## config.mk

```make
export PLATFORM = sky130hd
export DESIGN_NAME = grp_irq_arbiter
export DESIGN_NICKNAME = d
export VERILOG_FILES = /design/src/rtl/grp_irq_pkg.sv /design/src/rtl/irq_cfg_regs.sv /design/src/rtl/irq_winner_pick.sv /design/src/rtl/irq_level_stack.sv /design/src/rtl/grp_irq_arbiter.sv
export SDC_FILE = /design/constraint.sdc
export NUM_CORES = 1
export LEC_CHECK = 0
export CORE_MARGIN = 2
export CORE_UTILIZATION = 40
export CTS_CLUSTER_SIZE = 10
export DETAILED_ROUTE_END_ITERATION = 10
export PLACE_DENSITY = 0.56
export SETUP_SLACK_MARGIN = 0.2
export SLEW_MARGIN = 5
export SYNTH_ARGS = -nofsm -noshare
export SYNTH_HDL_FRONTEND = slang
export SYNTH_HIERARCHICAL = 1
export SYNTH_SLANG_ARGS = --single-unit
```

## constraint.sdc

```tcl
create_clock -name clk -period 66.9 [get_ports clk]
set_input_delay 10.035 -clock clk [delete_from_list [all_inputs] [get_ports clk]]
set_output_delay 10.035 -clock clk [all_outputs]
set_load 0.1 [all_outputs]
```

## src/rtl/grp_irq_pkg.sv

```systemverilog
package grp_irq_pkg;
    localparam int PRIO_W = 4;
    localparam int CODE_W = 3;
    localparam int PB_W   = 3;

    typedef logic [PRIO_W-1:0] prio_t;

    // Number of pre-emption bits selected by a grouping code.
    function automatic logic [PB_W-1:0] pre_bits_of(input logic [CODE_W-1:0] code);
        case (code)
            3'd7:    return 3'd0;
            3'd6:    return 3'd1;
            3'd5:    return 3'd2;
            3'd4:    return 3'd3;
            default: return 3'd4;
        endcase
    endfunction

    // Pre-emption level: the upper pre-bits of the urgency value.
    function automatic prio_t level_of(input prio_t p, input logic [PB_W-1:0] nb);
        return p >> (PRIO_W - int'(nb));
    endfunction
endpackage

```

## src/rtl/irq_cfg_regs.sv

```systemverilog
module irq_cfg_regs
    import grp_irq_pkg::*;
#(
    parameter int NUM_LINES = 43,
    parameter int ADDR_W    = 6,
    parameter int DATA_W    = 16
) (
    input  logic                            clk,
    input  logic                            rst_n,
    input  logic                            we_i,
    input  logic [ADDR_W-1:0]               addr_i,
    input  logic [DATA_W-1:0]               wdata_i,
    output logic [NUM_LINES-1:0][PRIO_W-1:0] prio_o,
    output logic [NUM_LINES-1:0]            en_o,
    output logic [PB_W-1:0]                 pre_bits_o
);
    localparam int EN_BIT   = PRIO_W;
    localparam int CODE_LSB = 8;

    typedef struct packed {
        logic [NUM_LINES-1:0][PRIO_W-1:0] prio;
        logic [NUM_LINES-1:0]             en;
        logic [CODE_W-1:0]                code;
    } cfg_t;

    cfg_t cfg_d, cfg_q;

    always_comb begin
        cfg_d = cfg_q;
        if (we_i) begin
            for (int i = 0; i < NUM_LINES; i++) begin
                if (addr_i == ADDR_W'(i)) begin
                    cfg_d.prio[i] = wdata_i[PRIO_W-1:0];
                    cfg_d.en[i]   = wdata_i[EN_BIT];
                end
            end
            if (addr_i == ADDR_W'(NUM_LINES))
                cfg_d.code = wdata_i[CODE_LSB +: CODE_W];
        end
    end

    always_ff @(posedge clk or negedge rst_n) begin
        if (!rst_n) cfg_q <= '0;
        else        cfg_q <= cfg_d;
    end

    assign prio_o     = cfg_q.prio;
    assign en_o       = cfg_q.en;
    assign pre_bits_o = pre_bits_of(cfg_q.code);
endmodule

```

## src/rtl/irq_winner_pick.sv

```systemverilog
module irq_winner_pick
    import grp_irq_pkg::*;
#(
    parameter int NUM_LINES = 43,
    parameter int ID_W      = 6
) (
    input  logic [NUM_LINES-1:0]            cand_i,
    input  logic [NUM_LINES-1:0][PRIO_W-1:0] prio_i,
    output logic                            found_o,
    output logic [ID_W-1:0]                 id_o,
    output prio_t                           prio_o
);
    // Linear scan; strict compare keeps the lowest index on equal values.
    always_comb begin
        found_o = 1'b0;
        id_o    = '0;
        prio_o  = '1;
        for (int i = 0; i < NUM_LINES; i++) begin
            if (cand_i[i] && (!found_o || prio_i[i] < prio_o)) begin
                found_o = 1'b1;
                id_o    = ID_W'(i);
                prio_o  = prio_i[i];
            end
        end
    end
endmodule

```

## src/rtl/irq_level_stack.sv

```systemverilog
module irq_level_stack
    import grp_irq_pkg::*;
#(
    parameter int DEPTH = 8,
    parameter int CNT_W = 4
) (
    input  logic             clk,
    input  logic             rst_n,
    input  logic             pop_i,
    input  logic             push_i,
    input  prio_t            push_val_i,
    output logic [CNT_W-1:0] depth_o,
    output logic [CNT_W-1:0] depth_after_pop_o,
    output logic             under_valid_o,
    output prio_t            under_o,
    output prio_t            top_o
);
    typedef struct packed {
        logic [DEPTH-1:0][PRIO_W-1:0] ent;
        logic [CNT_W-1:0]             cnt;
    } stk_t;

    stk_t stk_d, stk_q;
    logic [CNT_W-1:0] eff;

    always_comb begin
        eff = stk_q.cnt - CNT_W'(pop_i && stk_q.cnt != '0);
        under_valid_o = (eff != '0);
        under_o = '0;
        top_o   = '0;
        for (int i = 0; i < DEPTH; i++) begin
            if (eff == CNT_W'(i + 1))       under_o = stk_q.ent[i];
            if (stk_q.cnt == CNT_W'(i + 1)) top_o   = stk_q.ent[i];
        end
        stk_d     = stk_q;
        stk_d.cnt = eff;
        if (push_i && eff < CNT_W'(DEPTH)) begin
            for (int i = 0; i < DEPTH; i++)
                if (eff == CNT_W'(i)) stk_d.ent[i] = push_val_i;
            stk_d.cnt = eff + CNT_W'(1);
        end
    end

    always_ff @(posedge clk or negedge rst_n) begin
        if (!rst_n) stk_q <= '0;
        else        stk_q <= stk_d;
    end

    assign depth_o           = stk_q.cnt;
    assign depth_after_pop_o = eff;
endmodule

```

## src/rtl/grp_irq_arbiter.sv

```systemverilog
module grp_irq_arbiter
    import grp_irq_pkg::*;
#(
    parameter int NUM_LINES  = 43,
    parameter int NEST_DEPTH = 8,
    parameter int DATA_W     = 16,
    parameter int ID_W       = $clog2(NUM_LINES),
    parameter int ADDR_W     = $clog2(NUM_LINES + 1),
    parameter int CNT_W      = $clog2(NEST_DEPTH + 1)
) (
    input  logic                 clk,
    input  logic                 rst_n,
    input  logic [NUM_LINES-1:0] irq_req_i,
    input  logic                 cfg_we_i,
    input  logic [ADDR_W-1:0]    cfg_addr_i,
    input  logic [DATA_W-1:0]    cfg_wdata_i,
    input  logic                 mask_i,
    input  logic                 eoi_i,
    output logic                 take_o,
    output logic [ID_W-1:0]      take_id_o,
    output logic [CNT_W-1:0]     depth_o,
    output logic [PRIO_W-1:0]    run_prio_o
);
    typedef struct packed {
        logic [NUM_LINES-1:0] pend;
        logic                 take;
        logic [ID_W-1:0]      id;
    } arb_t;

    arb_t st_d, st_q;

    logic [NUM_LINES-1:0][PRIO_W-1:0] line_prio;
    logic [NUM_LINES-1:0]             line_en;
    logic [PB_W-1:0]                  grp_pre_bits;
    logic                             win_found;
    logic [ID_W-1:0]                  win_id;
    prio_t                            win_prio;
    logic [CNT_W-1:0]                 eff_depth;
    logic                             under_valid;
    prio_t                            under_prio;
    logic                             may_nest;
    logic                             take_now;

    irq_cfg_regs #(.NUM_LINES(NUM_LINES), .ADDR_W(ADDR_W), .DATA_W(DATA_W)) i_cfg (
        .clk(clk), .rst_n(rst_n), .we_i(cfg_we_i), .addr_i(cfg_addr_i),
        .wdata_i(cfg_wdata_i), .prio_o(line_prio), .en_o(line_en),
        .pre_bits_o(grp_pre_bits)
    );

    irq_winner_pick #(.NUM_LINES(NUM_LINES), .ID_W(ID_W)) i_pick (
        .cand_i(st_q.pend & line_en), .prio_i(line_prio),
        .found_o(win_found), .id_o(win_id), .prio_o(win_prio)
    );

    irq_level_stack #(.DEPTH(NEST_DEPTH), .CNT_W(CNT_W)) i_stack (
        .clk(clk), .rst_n(rst_n), .pop_i(eoi_i), .push_i(take_now),
        .push_val_i(win_prio), .depth_o(depth_o),
        .depth_after_pop_o(eff_depth), .under_valid_o(under_valid),
        .under_o(under_prio), .top_o(run_prio_o)
    );

    always_comb begin
        may_nest = !under_valid ||
                   (level_of(win_prio, grp_pre_bits) < level_of(under_prio, grp_pre_bits));
        take_now = win_found && !mask_i && may_nest && (eff_depth < CNT_W'(NEST_DEPTH));

        st_d      = st_q;
        st_d.pend = st_q.pend | irq_req_i;
        st_d.take = take_now;
        if (take_now) begin
            st_d.id = win_id;
            for (int i = 0; i < NUM_LINES; i++)
                if (win_id == ID_W'(i)) st_d.pend[i] = 1'b0;
        end
    end

    always_ff @(posedge clk or negedge rst_n) begin
        if (!rst_n) st_q <= '0;
        else        st_q <= st_d;
    end

    assign take_o    = st_q.take;
    assign take_id_o = st_q.id;
endmodule

```

Yosys cells after proc, flatten, opt, wreduce, memory -nomap -nowiden

Cells that the tools add are included.

Output and inout bits: 15
Flip-flop bits (word level): 304
Bits of input ports: 70

Mux-type cells: 190
$add $sub $neg: 3
$lt $le $gt $ge: 44
Reductions and logical operators: 191
Equality and inequality tests: 105
Bitwise gates (word level): 2
Shift operators: 2

Operator list:

| kind                                                             | count |
|---|---|
| 4-bit two-way mux                                                | 68 |
| 6-bit by 5-bit == test with 1-bit output (second input constant) | 32 |
| 4-bit < comparator                                               | 43 |
| 6-bit == test (second input constant)                            | 23 |
| 2-bit AND reduction                                              | 52 |
| 6-bit by 4-bit == test with 1-bit output (second input constant) | 16 |
| 1-bit two-way mux                                                | 87 |
| 5-bit two-way mux                                                | 16 |
| 6-bit two-way mux                                                | 11 |
| 4-bit by 32-bit right shift with 4-bit output                    | 2 |
| 6-bit by 3-bit == test with 1-bit output (second input constant) | 8 |
| 1-bit logical AND                                                | 47 |
| 1-bit logical NOT                                                | 44 |
| 43-bit bitwise AND                                               | 1 |
| 1-bit logical OR                                                 | 43 |
| 43-bit two-way mux                                               | 1 |
| 43-bit bitwise OR                                                | 1 |
| 4-bit by 3-bit == test with 1-bit output (second input constant) | 8 |
| 6-bit by 2-bit == test with 1-bit output (second input constant) | 4 |
| 4-bit by 2-bit == test with 1-bit output (second input constant) | 4 |
| 3-bit == test (second input constant)                            | 4 |
| 6-bit by 1-bit == test with 1-bit output (second input constant) | 2 |
| 6-bit logical NOT                                                | 2 |
| 3-bit two-way mux                                                | 4 |
| other kinds (10)                                                 | 14 |

Longest topological paths before layout

Gate-level depths: netlist (run 1).

Word-level depth: 177
Gate-level depth with buffers: 387
Depth with buffers taken out: 367

Cells and area by module

The synthesis (run 1) kept the hierarchy.

By module, submodules not included:

| module          | area an instance (um^2) | instances | cells an instance |
|---|---|---|---|
| irq_winner_pick | 10924.2                 | 1         | 1676 |
| irq_cfg_regs    | 10196.0                 | 1         | 750 |
| grp_irq_arbiter | 2772.7                  | 1         | 311 |
| irq_level_stack | 2481.1                  | 1         | 251 |

Worst setup path after synthesis (run 1)

No wires, ideal clock.

Kind: reg-to-reg
Start: reg i_cfg.cfg_q, in the netlist i_cfg/en_o[0]
End: reg i_stack/stk_q[32] (netlist name)
Data arrival time: 62187 ps
Stages on the path, launching flop included: 348
Required time: 66775 ps
Buffers on the path: 22
Setup slack: 4589 ps
Path through: dfrtp_1 > buf_4 > and2_1 > buf_2 > inv_2 > nor2_1 > ha_1 > buf_2 > nand2_1 > o31ai_4 > nor2_1 > a21oi_1 > inv_1 > ha_1 > o21ai_0 > a211o_1 > a21oi_1 > mux2i_1 > (+312 left out) > buf_2 > a31oi_1 > o21ai_1 > mux2i_1 > nor2_1 > a31oi_1 > nor2_1 > ha_1 > o21ai_0 > a21oi_1 > clkbuf_1 > o21ai_2 > and2_1 > clkbuf_1 > and2_1 > buf_2 > nand3_2 > mux2_2

RTL lines:

| item                   | line                  | text |
|---|---|---|
| start, declared        | irq_cfg_regs.sv:26    | `cfg_t cfg_d, cfg_q;` |
| start signal, assigned | irq_cfg_regs.sv:44    | `else cfg_q <= cfg_d;` |
| end signal, assigned   | irq_level_stack.sv:46 | `else stk_q <= stk_d;` |
| end, declared          | irq_level_stack.sv:23 | `stk_t stk_d, stk_q;` |

==> results of run 1 <==
## sequential cells by signal, indices dropped and copies added, names as in the netlist
signal and flops:
i_cfg/en_o 43, take_o 1, st_q 43, i_cfg/cfg_q 3
i_stack/depth_o 4, take_id_o 6, i_cfg/prio_o 172, i_stack/stk_q 32
## Yosys cell counts (43+ instances only)
master,number,area [sq um]
nand2_1,248,931
clkbuf_1,43,161
o21ai_0,127,636
a31oi_1,62,388
nor3_1,53,265
nand3_1,69,345
dfrtp_1,304,7610
buf_4,235,1760
a21oi_1,150,751
and2_1,86,538
ha_1,57,713
mux2_2,248,2790
inv_1,135,507
nor2_1,224,841
## stage by stage
stage / worst slack, ns / instance area [sq um] / TNS (ns) / hold slack (ns) / util (%)
after floorplan: 4.59 / 26400 / 0 / 0.459 / -
after global placement: 0.875 / 28000 / 0 / 0.479 / 42.7
after detailed placement: 0.328 / 28000 / 0 / 0.486 / 42.7
after CTS: 0.290 / 29100 / 0 / 0.498 / 44.4
after global routing: -0.0824 / 29700 / -0.704 / 0.503 / 45.3
final: 3.98 / 29700 / 0 / 0.493 / 45.3
## layout make-up
class | count | area, sq um | area share [%]
multi-input cells | 2223 | 16500 | 55.5
flip-flops and latches | 304 | 7610 | 25.6
repair buffers | 365 | 2940 | 9.90
well taps | 864 | 1080 | 3.64
clock buffers | 47 | 1020 | 3.42
inverters | 138 | 518 | 1.75
clock inverters | 3 | 43.8 | 0.148
## worst paths after layout
kind,startpoint,to,slack [ns],cells past startpoint
min,i_cfg/en_o[25]$_DFFE_PN0P_,i_cfg/en_o[25]$_DFFE_PN0P_,0.49,1
min reg2reg,i_cfg/en_o[25]$_DFFE_PN0P_,i_cfg/en_o[25]$_DFFE_PN0P_,0.49,1
max,i_cfg/en_o[0]$_DFFE_PN0P_,i_stack/stk_q[6]$_DFFE_PN0P_,3.98,340
min in group asynchronous,rst_n,i_cfg/prio_o[123]$_DFFE_PN0P_,9.45,1
max in group asynchronous,rst_n,i_cfg/prio_o[47]$_DFFE_PN0P_,55.10,3
max reg2reg,i_cfg/en_o[0]$_DFFE_PN0P_,i_stack/stk_q[6]$_DFFE_PN0P_,3.98,340
## logic make-up after synthesis
kind of cell    share of synthesized area, %
flops                                   28.8
fa+ha+maj                               3.35
mux                                     14.0
simple gates                            18.8
buf+inv                                 10.3
xor+xnor                               0.797
compound gates                          23.9
## layer usage
metal | track usage [%] | vias to the layer above | wire length (um)
li1 | - | 11000 | -
met5 | 0 | - | 0
met2 | 37.8 | 603 | 37000
met3 | 2.48 | 116 | 3800
met1 | 32.9 | 11400 | 37900
met4 | 6.83 | 0 | 2140
## repair_timing
item	4_1_cts	5_1_grt
setup buffers	0	30
gates resized for setup	5	104
endpoints found under the setup margin	44	86
pin swaps	0	17
==> results.py, run 1 <==
metrics = {
    "clock_tree": {
        "cts_buffers": 37,
        "path_clk_slew_ns": 0.06,
        "cts_tree": "built",
        "htree_levels": 2,
        "insertion_delay_ns": 0.55,
        "clock-sinks": 304,
        "cts-root-buf": "clkbuf_16",
        "postCtsHoldBufs": 0,
        "clk_path_buf_depth": 3,
    },
    "setup_path": {
        "path_buf_inv": 31,
        "crit_fanout": 12,
        "slowest_delay_ns": 0.52,
        "critPathRequiredTime_ns": 67.32,
        "path_class": "reg2reg",
        "cp.arrival_ns": 63.35,
        "crit_path_frequent_cell": "ha_1",
        "cp-start-kind": "flip-flop",
        "endpoint_kind": "flip-flop",
        "crit_family": "compound AO/OA/AOI/OAI gates",
        "cpMaxStageDelayCell": "or4_4",
    },
    "synth": {
        "ys_seq_area_share_pct": 28.8,
        "syn-num-nets": 3115,
        "synth.yosys.warnings": 6,
        "ys_ff_latch": 304,
        "syn-cell-area_sq_um": 26400,
        "synth_flop_cell": "dfrtp_1",
        "ys_async_sr_fraction_pct": 100,
        "synth_cell_types": 135,
        "synth_edf_count": 0,
        "synth.avg_cell_area_sq_um": 8.83,
        "netlist_instances": 2988,
    },
    "hold_path": {
        "hold_class": "reg2reg",
    },
    "placed_design": {
        "port_buffers": 76,
        "gp_congestion": 0.913,
        "hpwlAfterDp_mm": 61.0,
        "place_inst": 3864,
    },
    "sta": {
        "min_period_ns": 62.92,
        "max_freq_mhz": 15.9,
        "fin_skew_ns": 0.0174,
        "drv_slew": 0,
        "setup_viol": 0,
        "hold_viol": 0,
        "tightest_slew_ns": 1.18,
        "timing.final.crit_share_pct": 94.1,
        "max_slew_margin_pct": 21.2,
    },
    "route": {
        "dr.pass1.iters": 6,
        "wl_per_cell_um": 20.5,
        "drc": 0,
        "wl_mm": 80.8,
        "drtIter0Drc": 1575,
        "detail-route-antenna-nets": 0,
        "vias": 23100,
        "via_per_inst": 5.87,
    },
    "global_routing": {
        "antenna_found_initial": 3,
        "grt_overflow": 0,
        "grt_pass1_wl_mm": 127,
        "first_global_vias": 22500,
        "grtUsageTotal_pct": 23.4,
        "grt_start_max_net_pins": 82,
    },
    "layout": {
        "layoutNonFillerInstCount": 3944,
        "antennaDiodeCount": 0,
        "mostFrequentLayoutCells": "dfrtp_1, buf_4, mux2_2",
        "layout.nets": 3196,
        "fill_cells": 6304,
        "layout_commonest_cell": "dfrtp_1",
        "syn_to_final_growth_pct": 12.5,
        "drive_gt1_share_pct": 26.5,
    },
    "run": {
        "maxCapViolCount": 0,
    },
    "floorplan": {
        "die_x_um": 261,
        "ioPinCount": 85,
        "core_sq_um": 65500,
        "start_util_pct": 40.3,
        "num_rows": 94,
        "dieArea_sq_um": 68000,
        "die_h_um": 261,
    },
    "status": {
        "outcome": "completed",
    },
}
Power of run 1 is left out: the tool's default activity adds up to more than one toggle a clock period on the data nets, which glitch-free logic cannot reach.
==> run 2, diff against run 1 <==
CORE_UTILIZATION = 30   (was 40)
HOLD_SLACK_MARGIN = 0.08   (was not set)
PLACE_DENSITY = not set   (was 0.56)
PLACE_DENSITY_LB_ADDON = 0.25   (was not set)
==> run 2 against run 1 <==
  * Hold slack improved by 0.0013 ns
  * Worst setup slack improved by 0.66 ns
  * Clock-buffer cell count unchanged
  * Critical path depth increased by 3
  * Sequential cell count unchanged
  * Sequential share of layout area decreased by 0.61 points
  * Register-to-register slack improved by 0.66 ns
  * Cell area increased by 2.5%
  * Critical path type unchanged
  * Clock skew increased by 0.022 ns
  * Cell count increased by 8.5%
  * Global-route usage decreased by 5.6 points
==> results.py, run 2 (synthesis results as in run 1) <==
metrics = {
    "status": {
        "outcome": "completed",
    },
    "run": {
        "maxCapViolCount": 0,
    },
    "setup_path": {
        "crit_path_frequent_cell": "ha_1",
        "cp.depth": 343,
        "path_class": "reg2reg",
        "slowest_delay_ns": 0.53,
        "cp.arrival_ns": 62.72,
        "reg2reg_depth": 343,
        "endpoint_kind": "flip-flop",
        "cp-start-kind": "flip-flop",
        "path_buf_inv": 33,
        "crit_family": "compound AO/OA/AOI/OAI gates",
        "critPathRequiredTime_ns": 67.36,
        "cpMaxStageDelayCell": "or4_4",
        "crit_fanout": 12,
    },
    "route": {
        "wl_mm": 81.8,
        "dr.pass1.iters": 5,
        "wl_per_cell_um": 19.1,
        "via_per_inst": 5.33,
        "drtIter0Drc": 1538,
        "detail-route-antenna-nets": 0,
        "vias": 22800,
        "drc": 0,
    },
    "clock_tree": {
        "cts-root-buf": "clkbuf_16",
        "clock-sinks": 304,
        "htree_levels": 2,
        "cts_tree": "built",
        "cts_buffers": 38,
        "path_clk_slew_ns": 0.06,
        "insertion_delay_ns": 0.58,
        "clk_path_buf_depth": 3,
    },
    "layout": {
        "antennaDiodeCount": 0,
        "drive_gt1_share_pct": 27.5,
        "syn_to_final_growth_pct": 15.3,
        "mostFrequentLayoutCells": "buf_4, dfrtp_1, mux2_2",
        "layout_commonest_cell": "buf_4",
        "layout.nets": 3238,
        "largest_register_ffs": 172,
    },
    "global_routing": {
        "grt_use_met2_pct": 28.2,
        "grtUsageTotal_pct": 17.8,
        "grt_util_met1_pct": 25.5,
        "grt_use_met3_pct": 2.31,
        "first_global_vias": 22200,
        "antenna_found_initial": 1,
        "grt_pass1_wl_mm": 128,
        "busiest_layer": "met2",
        "grt_overflow": 0,
        "grt_start_max_net_pins": 111,
    },
    "floorplan": {
        "start_util_pct": 30.4,
        "dieArea_sq_um": 90300,
        "core_sq_um": 86900,
        "ioPinCount": 85,
        "die_x_um": 301,
        "num_rows": 108,
        "die_h_um": 301,
    },
    "sta": {
        "setup_viol": 0,
        "timing.final.crit_share_pct": 93.1,
        "max_slew_margin_pct": 21.8,
        "max_freq_mhz": 16.1,
        "fin_hold_ws_ns": 0.494,
        "fin_tns_setup_ns": 0,
        "tightest_slew_ns": 1.17,
        "drv_slew": 0,
        "fin_skew_ns": 0.0395,
        "hold_viol": 0,
        "min_period_ns": 62.26,
        "rsz0062_at_grt": "false",
    },
    "placed_design": {
        "port_buffers": 76,
        "hpwlAfterDp_mm": 61.5,
        "gp_congestion": 0.904,
    },
    "hold_path": {
        "hold_class": "reg2reg",
        "min_path_cells": 1,
    },
}
==> run 2: stage by stage <==
| step | worst slack (ns) | cell area, sq um | instances | utilization, % |
|---|---|---|---|---|
| after CTS | 0.849 | 29900 | 4262 | 34.4 |
| after global routing | 0.00295 | 30400 | 4280 | 35.0 |
| final | 4.64 | 30400 | 4280 | 35.0 |
| after global placement | 1.06 | 28800 | 4208 | 33.1 |
| after detailed placement | 1.27 | 28800 | 4208 | 33.1 |
| after floorplan | 4.59 | 26400 | 2988 | - |
==> run 2: path summary, 6_finish.rpt <==
| check | from | endpoint | slack (ns) |
|---|---|---|---|
| worst min-delay path | i_cfg/en_o[25]$_DFFE_PN0P_ | i_cfg/en_o[25]$_DFFE_PN0P_ | 0.49 |
| worst max-delay path | i_cfg/en_o[0]$_DFFE_PN0P_ | i_stack/stk_q[24]$_DFFE_PN0P_ | 4.64 |
| min in group asynchronous | rst_n | i_cfg/en_o[37]$_DFFE_PN0P_ | 9.55 |
| worst min register to register | i_cfg/en_o[25]$_DFFE_PN0P_ | i_cfg/en_o[25]$_DFFE_PN0P_ | 0.49 |
| max in group asynchronous | rst_n | i_cfg/en_o[12]$_DFFE_PN0P_ | 55.17 |
| worst max register to register | i_cfg/en_o[0]$_DFFE_PN0P_ | i_stack/stk_q[24]$_DFFE_PN0P_ | 4.64 |
==> run 2: worst register-to-register path: cells and delay by family (launching register included) <==
family | cells | cell delay (ns)
compound gates | 158 | 27.40
fa+ha+maj | 42 | 11.41
buf+inv | 33 | 3.04
flops | 1 | 0.38
mux | 25 | 6.46
simple gates | 85 | 13.47
==> run 2: layer usage <==
layer | wire, um | vias up | part of all wire (%)
li1 | - | 11100 | -
met1 | 39700 | 11200 | 49
met2 | 36700 | 479 | 45
met3 | 3690 | 89 | 4.5
met4 | 1730 | 2 | 2.1
met5 | 13 | - | 0.016
==> run 2: cell type report <==
| class | instances | area [sq um] |
|---|---|---|
| Inverter | 138 | 518 |
| Multi-Input combinational cell | 2223 | 16400 |
| Sequential cell | 304 | 7610 |
| Tap cell | 1155 | 1450 |
| Fill cell | 8973 | 56500 |
| Clock buffer | 47 | 1010 |
| Timing Repair Buffer | 406 | 3270 |
| Clock inverter | 7 | 133 |
==> run 2: timing repair <==
item,CTS,global route
resized for setup,0,95
setup endpoints to repair,0,86
hold buffers,0,0
buffers inserted,0,18
Power of run 2 is left out for the same reason.
